`src/rtl/dbs_pkg.sv`:
```
package dbs_pkg;

   typedef enum logic [2:0] {
      ST_IDLE,
      ST_ARB,
      ST_START,
      ST_WAIT,
      ST_FIN
   } seq_state_e;

   typedef enum logic [1:0] {
      PW_WORD,
      PW_HALF,
      PW_BYTE
   } port_w_e;

   localparam logic [1:0] PCODE_BYTE = 2'b01;
   localparam logic [1:0] PCODE_HALF = 2'b10;

   // Port code to width class; unknown codes fall back to the full word.
   function automatic port_w_e decode_port(input logic [1:0] code);
      port_w_e pw;
      case (code)
         PCODE_BYTE: pw = PW_BYTE;
         PCODE_HALF: pw = PW_HALF;
         default:    pw = PW_WORD;
      endcase
      return pw;
   endfunction

   // Size code to byte count; 2'b00 stands for four bytes.
   function automatic logic [2:0] size_to_bytes(input logic [1:0] code);
      return (code == 2'b00) ? 3'd4 : {1'b0, code};
   endfunction

   // Bytes moved by one transaction to a port of the given width.
   function automatic logic [2:0] beat_bytes(input port_w_e pw,
                                             input logic [2:0] rem,
                                             input logic odd);
      logic [2:0] n;
      case (pw)
         PW_WORD: n = rem;
         PW_HALF: n = odd ? 3'd1 : ((rem >= 3'd2) ? 3'd2 : rem);
         default: n = 3'd1;
      endcase
      return n;
   endfunction

endpackage

```
`src/rtl/dbs_beat_track.sv`:
```
module dbs_beat_track
   import dbs_pkg::*;
#(
   parameter int ADDR_W = 32
) (
   input  logic              clk,
   input  logic              rst_n,
   input  logic              load,
   input  logic [ADDR_W-1:0] req_addr,
   input  logic [1:0]        req_size,
   input  logic              step,
   input  logic [1:0]        port_code,
   output logic [ADDR_W-1:0] cur_addr,
   output logic [2:0]        rem,
   output logic              first,
   output port_w_e           eff_port,
   output logic [2:0]        beat_n,
   output logic              last
);

   port_w_e port_lat;

   always_comb begin
      eff_port = first ? decode_port(port_code) : port_lat;
      beat_n   = beat_bytes(eff_port, rem, cur_addr[0]);
      last     = (beat_n == rem);
   end

   always_ff @(posedge clk or negedge rst_n) begin
      if (!rst_n) begin
         cur_addr <= '0;
         rem      <= '0;
         first    <= 1'b0;
         port_lat <= PW_WORD;
      end else if (load) begin
         cur_addr <= req_addr;
         rem      <= size_to_bytes(req_size);
         first    <= 1'b1;
         port_lat <= PW_WORD;
      end else if (step) begin
         if (first) begin
            port_lat <= eff_port;
         end
         first    <= 1'b0;
         cur_addr <= cur_addr + ADDR_W'(beat_n);
         rem      <= rem - beat_n;
      end
   end


   addr_advance_chk: assert property (@(posedge clk) disable iff (!rst_n)
      (step && !last) |=> (cur_addr[1:0] != $past(cur_addr[1:0])));


   rem_shrink_chk: assert property (@(posedge clk) disable iff (!rst_n)
      (step && !last) |=> ((rem < $past(rem)) && (rem != 3'd0)));


   rem_range_chk: assert property (@(posedge clk) disable iff (!rst_n)
      (rem <= 3'd4));

endmodule

```
`src/rtl/dbs_ctrl.sv`:
```
module dbs_ctrl
   import dbs_pkg::*;
(
   input  logic       clk,
   input  logic       rst_n,
   input  logic       req_valid,
   input  logic       bus_grant,
   input  logic       bus_busy_in,
   input  logic       bus_ack,
   input  logic       bus_retry,
   input  logic       first,
   input  logic       last,
   output logic       load,
   output logic       step,
   output logic       req_ready,
   output logic       bus_req,
   output logic       bus_start,
   output logic       busy_out,
   output logic       rsp_done,
   output logic       rsp_err
);

   seq_state_e state, nxt;
   logic       err_q;

   always_comb begin
      nxt = state;
      case (state)
         ST_IDLE:  if (req_valid) nxt = ST_ARB;
         ST_ARB:   if (bus_grant && !bus_busy_in) nxt = ST_START;
         ST_START: nxt = ST_WAIT;
         ST_WAIT: begin
            if (bus_retry) begin
               nxt = first ? ST_ARB : ST_FIN;
            end else if (bus_ack) begin
               nxt = last ? ST_FIN : ST_START;
            end
         end
         ST_FIN:   nxt = ST_IDLE;
         default:  nxt = ST_IDLE;
      endcase
   end

   always_ff @(posedge clk or negedge rst_n) begin
      if (!rst_n) begin
         state <= ST_IDLE;
         err_q <= 1'b0;
      end else begin
         state <= nxt;
         if (load) begin
            err_q <= 1'b0;
         end else if (state == ST_WAIT && bus_retry && !first) begin
            err_q <= 1'b1;
         end
      end
   end

   always_comb begin
      load      = (state == ST_IDLE) && req_valid;
      step      = (state == ST_WAIT) && bus_ack && !bus_retry;
      req_ready = (state == ST_IDLE);
      bus_req   = (state == ST_ARB);
      bus_start = (state == ST_START);
      busy_out  = (state == ST_START) || (state == ST_WAIT) || (state == ST_FIN);
      rsp_done  = (state == ST_FIN) && !err_q;
      rsp_err   = (state == ST_FIN) && err_q;
   end


   start_single_chk: assert property (@(posedge clk) disable iff (!rst_n)
      bus_start |=> !bus_start);


   hold_req_chk: assert property (@(posedge clk) disable iff (!rst_n)
      (bus_req && !(bus_grant && !bus_busy_in)) |=> (bus_req && !bus_start));


   atomic_hold_chk: assert property (@(posedge clk) disable iff (!rst_n)
      (step && !last) |=> (bus_start && busy_out && !bus_req && !req_ready));


   first_retry_chk: assert property (@(posedge clk) disable iff (!rst_n)
      (state == ST_WAIT && bus_retry && first) |=> (bus_req && !busy_out && !rsp_err));


   late_retry_chk: assert property (@(posedge clk) disable iff (!rst_n)
      (state == ST_WAIT && bus_retry && !first) |=> (rsp_err && !rsp_done && busy_out));

endmodule

```
`src/rtl/dbs_wr_steer.sv`:
```
module dbs_wr_steer #(
   parameter int DATA_W = 32
) (
   input  logic [DATA_W-1:0] wdata,
   input  logic [1:0]        off,
   output logic [DATA_W-1:0] bus_wdata
);

   localparam int LANES = DATA_W / 8;

   for (genvar L = 0; L < LANES; L++) begin : g_lane
      logic [1:0] src;
      always_comb begin
         if (L >= 2) begin
            src = 2'(L);
         end else if (L == 1) begin
            src = {off[1], 1'b1};
         end else begin
            src = off;
         end
      end
      assign bus_wdata[DATA_W-1-8*L -: 8] = wdata[DATA_W-1-8*src -: 8];
   end

endmodule

```
`src/rtl/dbs_rd_pack.sv`:
```
module dbs_rd_pack
   import dbs_pkg::*;
#(
   parameter int DATA_W = 32
) (
   input  logic              clk,
   input  logic              rst_n,
   input  logic              load,
   input  logic              step,
   input  logic [1:0]        off,
   input  logic [2:0]        beat_n,
   input  port_w_e           eff_port,
   input  logic [DATA_W-1:0] rdata,
   output logic [DATA_W-1:0] result
);

   localparam int LANES = DATA_W / 8;

   logic [3:0] lo, hi;
   assign lo = {2'b00, off};
   assign hi = lo + {1'b0, beat_n};

   for (genvar L = 0; L < LANES; L++) begin : g_lane
      logic       hit;
      logic [7:0] src_byte;
      logic [7:0] lane_q;

      always_comb begin
         hit = (4'(L) >= lo) && (4'(L) < hi);
         case (eff_port)
            PW_WORD: src_byte = rdata[DATA_W-1-8*L -: 8];
            PW_HALF: src_byte = rdata[DATA_W-1-8*(L%2) -: 8];
            default: src_byte = rdata[DATA_W-1 -: 8];
         endcase
      end

      always_ff @(posedge clk or negedge rst_n) begin
         if (!rst_n) begin
            lane_q <= '0;
         end else if (load) begin
            lane_q <= '0;
         end else if (step && hit) begin
            lane_q <= src_byte;
         end
      end

      assign result[DATA_W-1-8*L -: 8] = lane_q;
   end


   pack_hold_chk: assert property (@(posedge clk) disable iff (!rst_n)
      (!step && !load) |=> $stable(result));

endmodule

```
`src/rtl/dbs_master.sv`:
```
module dbs_master
   import dbs_pkg::*;
#(
   parameter int ADDR_W = 32,
   parameter int DATA_W = 32
) (
   input  logic              clk,
   input  logic              rst_n,
   input  logic              req_valid,
   output logic              req_ready,
   input  logic              req_write,
   input  logic [ADDR_W-1:0] req_addr,
   input  logic [1:0]        req_size,
   input  logic [DATA_W-1:0] req_wdata,
   output logic              rsp_done,
   output logic              rsp_err,
   output logic [DATA_W-1:0] rsp_rdata,
   output logic              bus_req,
   input  logic              bus_grant,
   input  logic              bus_busy_in,
   output logic              bus_busy_out,
   output logic              bus_start,
   output logic [ADDR_W-1:0] bus_addr,
   output logic              bus_write,
   output logic [1:0]        bus_tsize,
   output logic [DATA_W-1:0] bus_wdata,
   input  logic [DATA_W-1:0] bus_rdata,
   input  logic              bus_ack,
   input  logic              bus_retry,
   input  logic [1:0]        bus_port
);

   if (DATA_W != 32) begin : g_bad_data_w
      $error("dbs_master: DATA_W must be 32");
   end
   if (ADDR_W < 4) begin : g_bad_addr_w
      $error("dbs_master: ADDR_W must be at least 4");
   end

   logic              load, step, first, last;
   logic [ADDR_W-1:0] cur_addr;
   logic [2:0]        rem, beat_n;
   port_w_e           eff_port;
   logic [DATA_W-1:0] wdata_q;
   logic              write_q;

   always_ff @(posedge clk or negedge rst_n) begin
      if (!rst_n) begin
         wdata_q <= '0;
         write_q <= 1'b0;
      end else if (load) begin
         wdata_q <= req_wdata;
         write_q <= req_write;
      end
   end

   dbs_ctrl u_ctrl (
      .clk         (clk),
      .rst_n       (rst_n),
      .req_valid   (req_valid),
      .bus_grant   (bus_grant),
      .bus_busy_in (bus_busy_in),
      .bus_ack     (bus_ack),
      .bus_retry   (bus_retry),
      .first       (first),
      .last        (last),
      .load        (load),
      .step        (step),
      .req_ready   (req_ready),
      .bus_req     (bus_req),
      .bus_start   (bus_start),
      .busy_out    (bus_busy_out),
      .rsp_done    (rsp_done),
      .rsp_err     (rsp_err)
   );

   dbs_beat_track #(.ADDR_W(ADDR_W)) u_track (
      .clk       (clk),
      .rst_n     (rst_n),
      .load      (load),
      .req_addr  (req_addr),
      .req_size  (req_size),
      .step      (step),
      .port_code (bus_port),
      .cur_addr  (cur_addr),
      .rem       (rem),
      .first     (first),
      .eff_port  (eff_port),
      .beat_n    (beat_n),
      .last      (last)
   );

   dbs_wr_steer #(.DATA_W(DATA_W)) u_steer (
      .wdata     (wdata_q),
      .off       (cur_addr[1:0]),
      .bus_wdata (bus_wdata)
   );

   dbs_rd_pack #(.DATA_W(DATA_W)) u_pack (
      .clk      (clk),
      .rst_n    (rst_n),
      .load     (load),
      .step     (step),
      .off      (cur_addr[1:0]),
      .beat_n   (beat_n),
      .eff_port (eff_port),
      .rdata    (bus_rdata),
      .result   (rsp_rdata)
   );

   assign bus_addr  = cur_addr;
   assign bus_tsize = rem[1:0];
   assign bus_write = write_q;


   addr_stable_chk: assert property (@(posedge clk) disable iff (!rst_n)
      bus_start |=> ($stable(bus_addr) && $stable(bus_tsize)));


   done_release_chk: assert property (@(posedge clk) disable iff (!rst_n)
      rsp_done |=> (!rsp_done && !bus_busy_out));


   err_release_chk: assert property (@(posedge clk) disable iff (!rst_n)
      rsp_err |=> (!rsp_err && !bus_busy_out && !bus_start));

endmodule

```
`config.mk`:
```
export PLATFORM = sky130hd
export DESIGN_NAME = dbs_master
export DESIGN_NICKNAME = d
export VERILOG_FILES = /design/src/rtl/dbs_pkg.sv /design/src/rtl/dbs_beat_track.sv /design/src/rtl/dbs_ctrl.sv /design/src/rtl/dbs_wr_steer.sv /design/src/rtl/dbs_rd_pack.sv /design/src/rtl/dbs_master.sv
export SDC_FILE = /design/constraint.sdc
export NUM_CORES = 1
export LEC_CHECK = 0
export BUFFER_PORTS_ARGS = -buffer_cell sky130_fd_sc_hd__buf_4
export CORE_MARGIN = 2
export CORE_UTILIZATION = 51
export DETAILED_ROUTE_END_ITERATION = 7
export GPL_TIMING_DRIVEN = 0
export PLACE_DENSITY = 0.8
export SKIP_LAST_GASP = 1
export SLEW_MARGIN = 30
export SYNTH_ARGS = -nofsm -noshare
export SYNTH_HDL_FRONTEND = slang
export SYNTH_SLANG_ARGS = --single-unit
```
`constraint.sdc`:
```
create_clock -name clk -period 4.8 [get_ports clk]
set_input_delay 0.24 -clock clk [delete_from_list [all_inputs] [get_ports clk]]
set_output_delay 0.24 -clock clk [all_outputs]
set_load 0.01 [all_outputs]
```
* Yosys cells after proc, flatten, opt, wreduce, memory -nomap -nowiden
Index checks and enable logic that the tools add are counted.
Widths: inputs -> output; s select.
** Word-level totals
- Register bits :: 107
- Bits in latches :: 0
- RAM bits :: 0
- Memory bits (read-only) :: 0
- Input port bits :: 108
- Output and inout port bits :: 105
- Logic and storage cells :: 109
- Memories kept :: 0
** Operators by class
- Add/subtract/negate cells :: 5
- Multiply operators :: 0
- Divide/modulo/power cells :: 0
- Order comparisons :: 9
- Equal/unequal tests :: 11
- Shifts and indexed selects :: 2
- Multiplexer cells :: 35
- Bitwise logic cells :: 0
- Reduce and logical (&&, ||, !) cells :: 35
** Operators by type and width (count)
- $mux 8 :: 10
- $shiftx 39x33->8 :: 2
- $mux 32 :: 2
- $mux 3 :: 11
- $add 32x3->32 :: 1
- $logic_and 1x1->1 :: 16
- $pmux 8 s2 :: 1
- $reduce_bool 2->1 :: 7
- $pmux 3 s4 :: 1
- $sub 5x5->6 const A :: 2
- $lt 1x4->1 const A :: 2
- $lt 2x4->1 const A :: 2
- $mux 2 :: 4
- $eq 3x2->1 const B :: 2
- $pmux 3 s2 :: 1
- $add 2x3->4 :: 1
- $eq 2x1->1 const B :: 2
- $ge 1x2->1 const A :: 2
- $ge 2x2->1 const A :: 2
- $logic_not 1->1 :: 4
- $logic_not 2->1 :: 2
- $mux 1 :: 4
- $pmux 2 s2 :: 1
- $eq 3x1->1 const B :: 1
- 13 further kinds :: 14

* Logic depth before layout (Yosys ltp)
- Word-level depth :: 11
- Depth in mapped cells :: 16
- Depth with buffers taken out :: 12

* Modules after synthesis
Synthesis repeated with hierarchy kept, for this count alone.
** Unflattened totals
- Cells, all modules :: 599
- Area total of the unflattened synthesis :: 6536.3 µm²
** Modules (own cells, without submodules)
- dbs_beat_track :: times used 1, cells each 264, area an instance 2408.6 µm², sequential area each 950.9 µm²
- dbs_rd_pack :: times used 1, cells each 192, area an instance 1999.4 µm², sequential area each 800.8 µm²
- dbs_master :: times used 1, cells each 70, area an instance 1381.3 µm², sequential area each 825.8 µm²
- dbs_wr_steer :: times used 1, cells each 35, area an instance 424.2 µm², sequential area each 0.0 µm²
- dbs_ctrl :: times used 1, cells each 38, area an instance 322.8 µm², sequential area each 100.1 µm²

* Worst setup path before layout
No wires, ideal clock.
- Kind :: register to register
- Start :: register u_track.first
- End :: register u_track.cur_addr[22]
- Setup time :: 0.126 ns
- Arrival :: 3.474 ns
- Required time :: 4.674 ns
- Slack :: 1.199 ns
- Stages on the path, launching flop included :: 14
- Buffers on the path :: 2
- Period minus slack after synthesis :: 3.601 ns
- Cells stage by stage :: dfrtp_1 > buf_2 > mux2i_2 > nor3_1 > o32ai_1 > ha_1 > inv_1 > fa_1 > clkbuf_1 > nor2b_1 > o211ai_2 > or3_4 > or4_4 > mux2i_1
** Between the ends
- Longest elaborated chain between the ends :: 6
- Elaborated cells on any way between the ends :: 7
- Classes of those cells :: add/sub: 1; eq/ne: 1; mux: 4; reduce/logical: 1
** Ends and longest elaborated chain
- start: declaration :: line dbs_beat_track.sv:15 : output logic first,
- start signal: assignment :: line dbs_beat_track.sv:33 : first <= 1'b0;
- start signal: assignment :: line dbs_beat_track.sv:38 : first <= 1'b1;
- start signal: assignment :: line dbs_beat_track.sv:44 : first <= 1'b0;
- $mux 2 * :: line dbs_beat_track.sv:24 : eff_port = first ? decode_port(port_code) : port_lat;
- $eq 2x1->1 or $logic_not 2->1 (tied branches) :: line dbs_pkg.sv:41 : case (pw)
- $pmux 3 s2 * :: line dbs_pkg.sv:41
- $add 32x3->32 * :: line dbs_beat_track.sv:45 : cur_addr <= cur_addr + ADDR_W'(beat_n);
- $mux 32 * :: line dbs_beat_track.sv:40 : end else if (step) begin
- $mux 32 * :: line dbs_beat_track.sv:35 : end else if (load) begin
- end signal: assignment :: line dbs_beat_track.sv:36 : cur_addr <= req_addr;
- end signal: assignment :: line dbs_beat_track.sv:45
- end: declaration :: line dbs_beat_track.sv:13 : output logic [ADDR_W-1:0] cur_addr,
Every way passes the cells marked *; elsewhere a longest branch is shown, timed or not. The select of a mux whose other input is x is not followed.
A chain may end at the register's enable or synchronous reset.

* Worst setup path in the final report
Ends and elaborated chain as after synthesis.

==> metrics.cfg <==
[synthesis]
syn-num-nets = 785
synth_most_common_cell = nand2_1
yosysTopAreaCell = dfrtp_1
synth_top_area_share_pct = 43.8
ys_ff_latch = 107
ys_seq_area_share_pct = 43.8
netlist_instances = 670
synth_ff_type = dfrtp_1
netlist_area_sq_um = 6110
ys_top_cells_by_area = dfrtp_1 (44%), nand2_1 (9.9%), mux2i_1 (4.6%), o21ai_0 (2.9%), mux2_2 (2.9%)
syn_area_per_cell_sq_um = 9.12
async_reset_ff_share_pct = 100
synthTopCellsByCount = nand2_1 (161), dfrtp_1 (107), o21ai_0 (36)
synth-edff-count = 0
yosys_warnings = 0
synth_cell_types = 68

[sta]
rsz0062_at_grt = no
fin_skew_ps = 5.82
slew_headroom_pct = 42.6
period_needed_ps = 4160
tightest_slew_ps = 860
setup_viol = 0
fmax_mhz = 241
slew_violations = 0
fin_ws_ps = 642
fin_crit_sh_pct = 86.6
hold_violations = 7
fin_tns_setup_ps = 0
holdWs_ps = -4.45

[cts]
insertion_delay_ps = 340
cts_tree = yes
clock_sinks = 107
cts_buffers = 9
clockBufferDepth = 2
cts_setup_buffers = 0
htree_levels = 3
root_buffer = clkbuf_16
cts_hold_buf = 0
cts_resized = 0
cts.clk_slew.worst_paths_ps = 70

[global_routing]
antenna_found_initial = 0
grt_pass1_vias = 5877
grt_pass1_wl_um = 30300
overflow = 0
grt.total_usage_pct = 30.0
grt_start_max_net_pins = 108

[floorplan]
floorplan.rows = 39
die_x_um = 113
start_util_pct = 52.8
core_sq_um = 11600
die-area_sq_um = 12900
ios = 213
die_height_um = 113

[pwr]
p_per_area_nw_per_um2 = 645
power.leakage_nw = 3.95
peakVddDrop_uv = 307

[job]
max_cap_violations = 0

[detailed_routing]
first_pass_iters = 7
drtAntennaViolNets = 0
viasPerCell = 5.89
vias = 6113
drt_wl_total_um = 19500
drt-initial-drc-count = 471
wl_per_cell_um = 18.8
drc_errors = 0

[worst_setup_path]
crit_slowest_cell = mux2i_2
required_ps = 5030
ff2ff_path_depth = 13
cp.depth = 13
worstPathMaxFanout = 10
crit_buf_inv = 3
cp-end-kind = register
worstPathArrival_ps = 4380
critPathKind = register to register
cpPeakStageDelay_ps = 730
startpoint_type = register
crit_family = simple AND/OR/NAND/NOR gates
crit_chain = buf_2, mux2i_2, nor3_1, o32ai_1, ha_1, inv_1, fa_1, clkbuf_1, nor2b_1, o211ai_2, or3_4, or4_4, mux2i_1

[layout]
ff_latch_area_sq_um = 2680
syn2layout_area_growth_pct = 33.3
n_antenna_cell = 0
drive_above_1_share_pct = 32.5
multi_input_comb_area_sq_um = 3100
fillers = 879
utilization_pct = 70.4
final_nets = 1008
fin_area_sq_um = 8150

[placement]
post-place-ws_ps = 630
placed_area_sq_um = 7890
dp_hpwl_um = 14700
port_buffers = 212
finalWeightedCongestion = 0.980

[outcome]
status = finished, violations left
violations = hold timing

[min_path]
hold_class = primary input to asynchronous set/reset pin

==> worst reg2reg max path, delay by kind of cell, from the launching register on <==
| kind | cells | cell delay (ps) |
|---|---|---|
| flip-flops | 1 | 360 |
| AND/OR/NAND/NOR | 4 | 1330 |
| buffers and inverters | 3 | 500 |
| adder cells (fa/ha/maj) | 2 | 580 |
| AO/OA/AOI/OAI | 2 | 420 |
| multiplexers | 2 | 860 |
==> cell usage in the layout, fill, tap and decap left out, drive strengths merged, types with 13 or more instances in the layout <==
master	count
buf	246
nand2	162
dfrtp	107
o21ai	36
clkbuf	35
nor2	31
mux2i	29
nand3	25
a21oi	20
nor3	19
mux2	16
and2	13
==> routing by layer <==
layer,part of all wire [%],track usage [%]
met5,0,0
met4,2.3,11.2
met3,8.9,6.38
met2,47,47.1
met1,42,41.3
==> cell families after synthesis <==
logic type	synth area share [%]
simple gates	24.2
flops	43.8
mux	10.7
fa+ha+maj	1.68
xor+xnor	2.01
compound gates	12.1
buf+inv	5.47
==> state kept, by name, summed over array words and instances (netlist names), 2 cells and up <==
register	cells
u_ctrl.state	3
u_track.rem	3
wdata_q	32
u_track.cur_addr	32
u_track.port_lat	2
u_pack.g_lane.lane_q	32
==> power breakdown <==
part	switching, mW	internal, mW
Clock	0.319	0.358
Sequential	0.416	1.30
Combinational	1.49	1.37
Total	2.23	3.02
==> path summary, 6_finish.rpt <==
path,from,to,slack [ps]
max in group asynchronous,rst_n,u_pack.g_lane[1].lane_q[0],4200
min in group clk,req_write,bus_write,90
max reg2reg,u_track.first,u_track.cur_addr[22],640
min reg2reg,wdata_q[25],wdata_q[25],480
min,rst_n,u_track.cur_addr[18],-4
max,u_track.first,u_track.cur_addr[22],640
==> layout make-up <==
type                            instances  share of cell area, %
Multi-Input combinational cell        497                   38.0
Buffer                                 58                   3.73
Tap cell                              143                   2.20
Clock buffer                           11                   2.98
Timing Repair Buffer                  212                   19.6
Inverter                                8                  0.369
Sequential cell                       107                   32.9
Clock inverter                          2                  0.184
==> per-stage QoR <==
stage / cells / power [mW]
floorplan: 670 / 3.30
global placement: 1025 / 4.45
detailed placement: 1025 / 4.56
CTS: 1038 / 5.24
global route: 1038 / 5.57
finish: 1038 / 5.25
No activity file was read; power rests on OpenSTA's default activity.
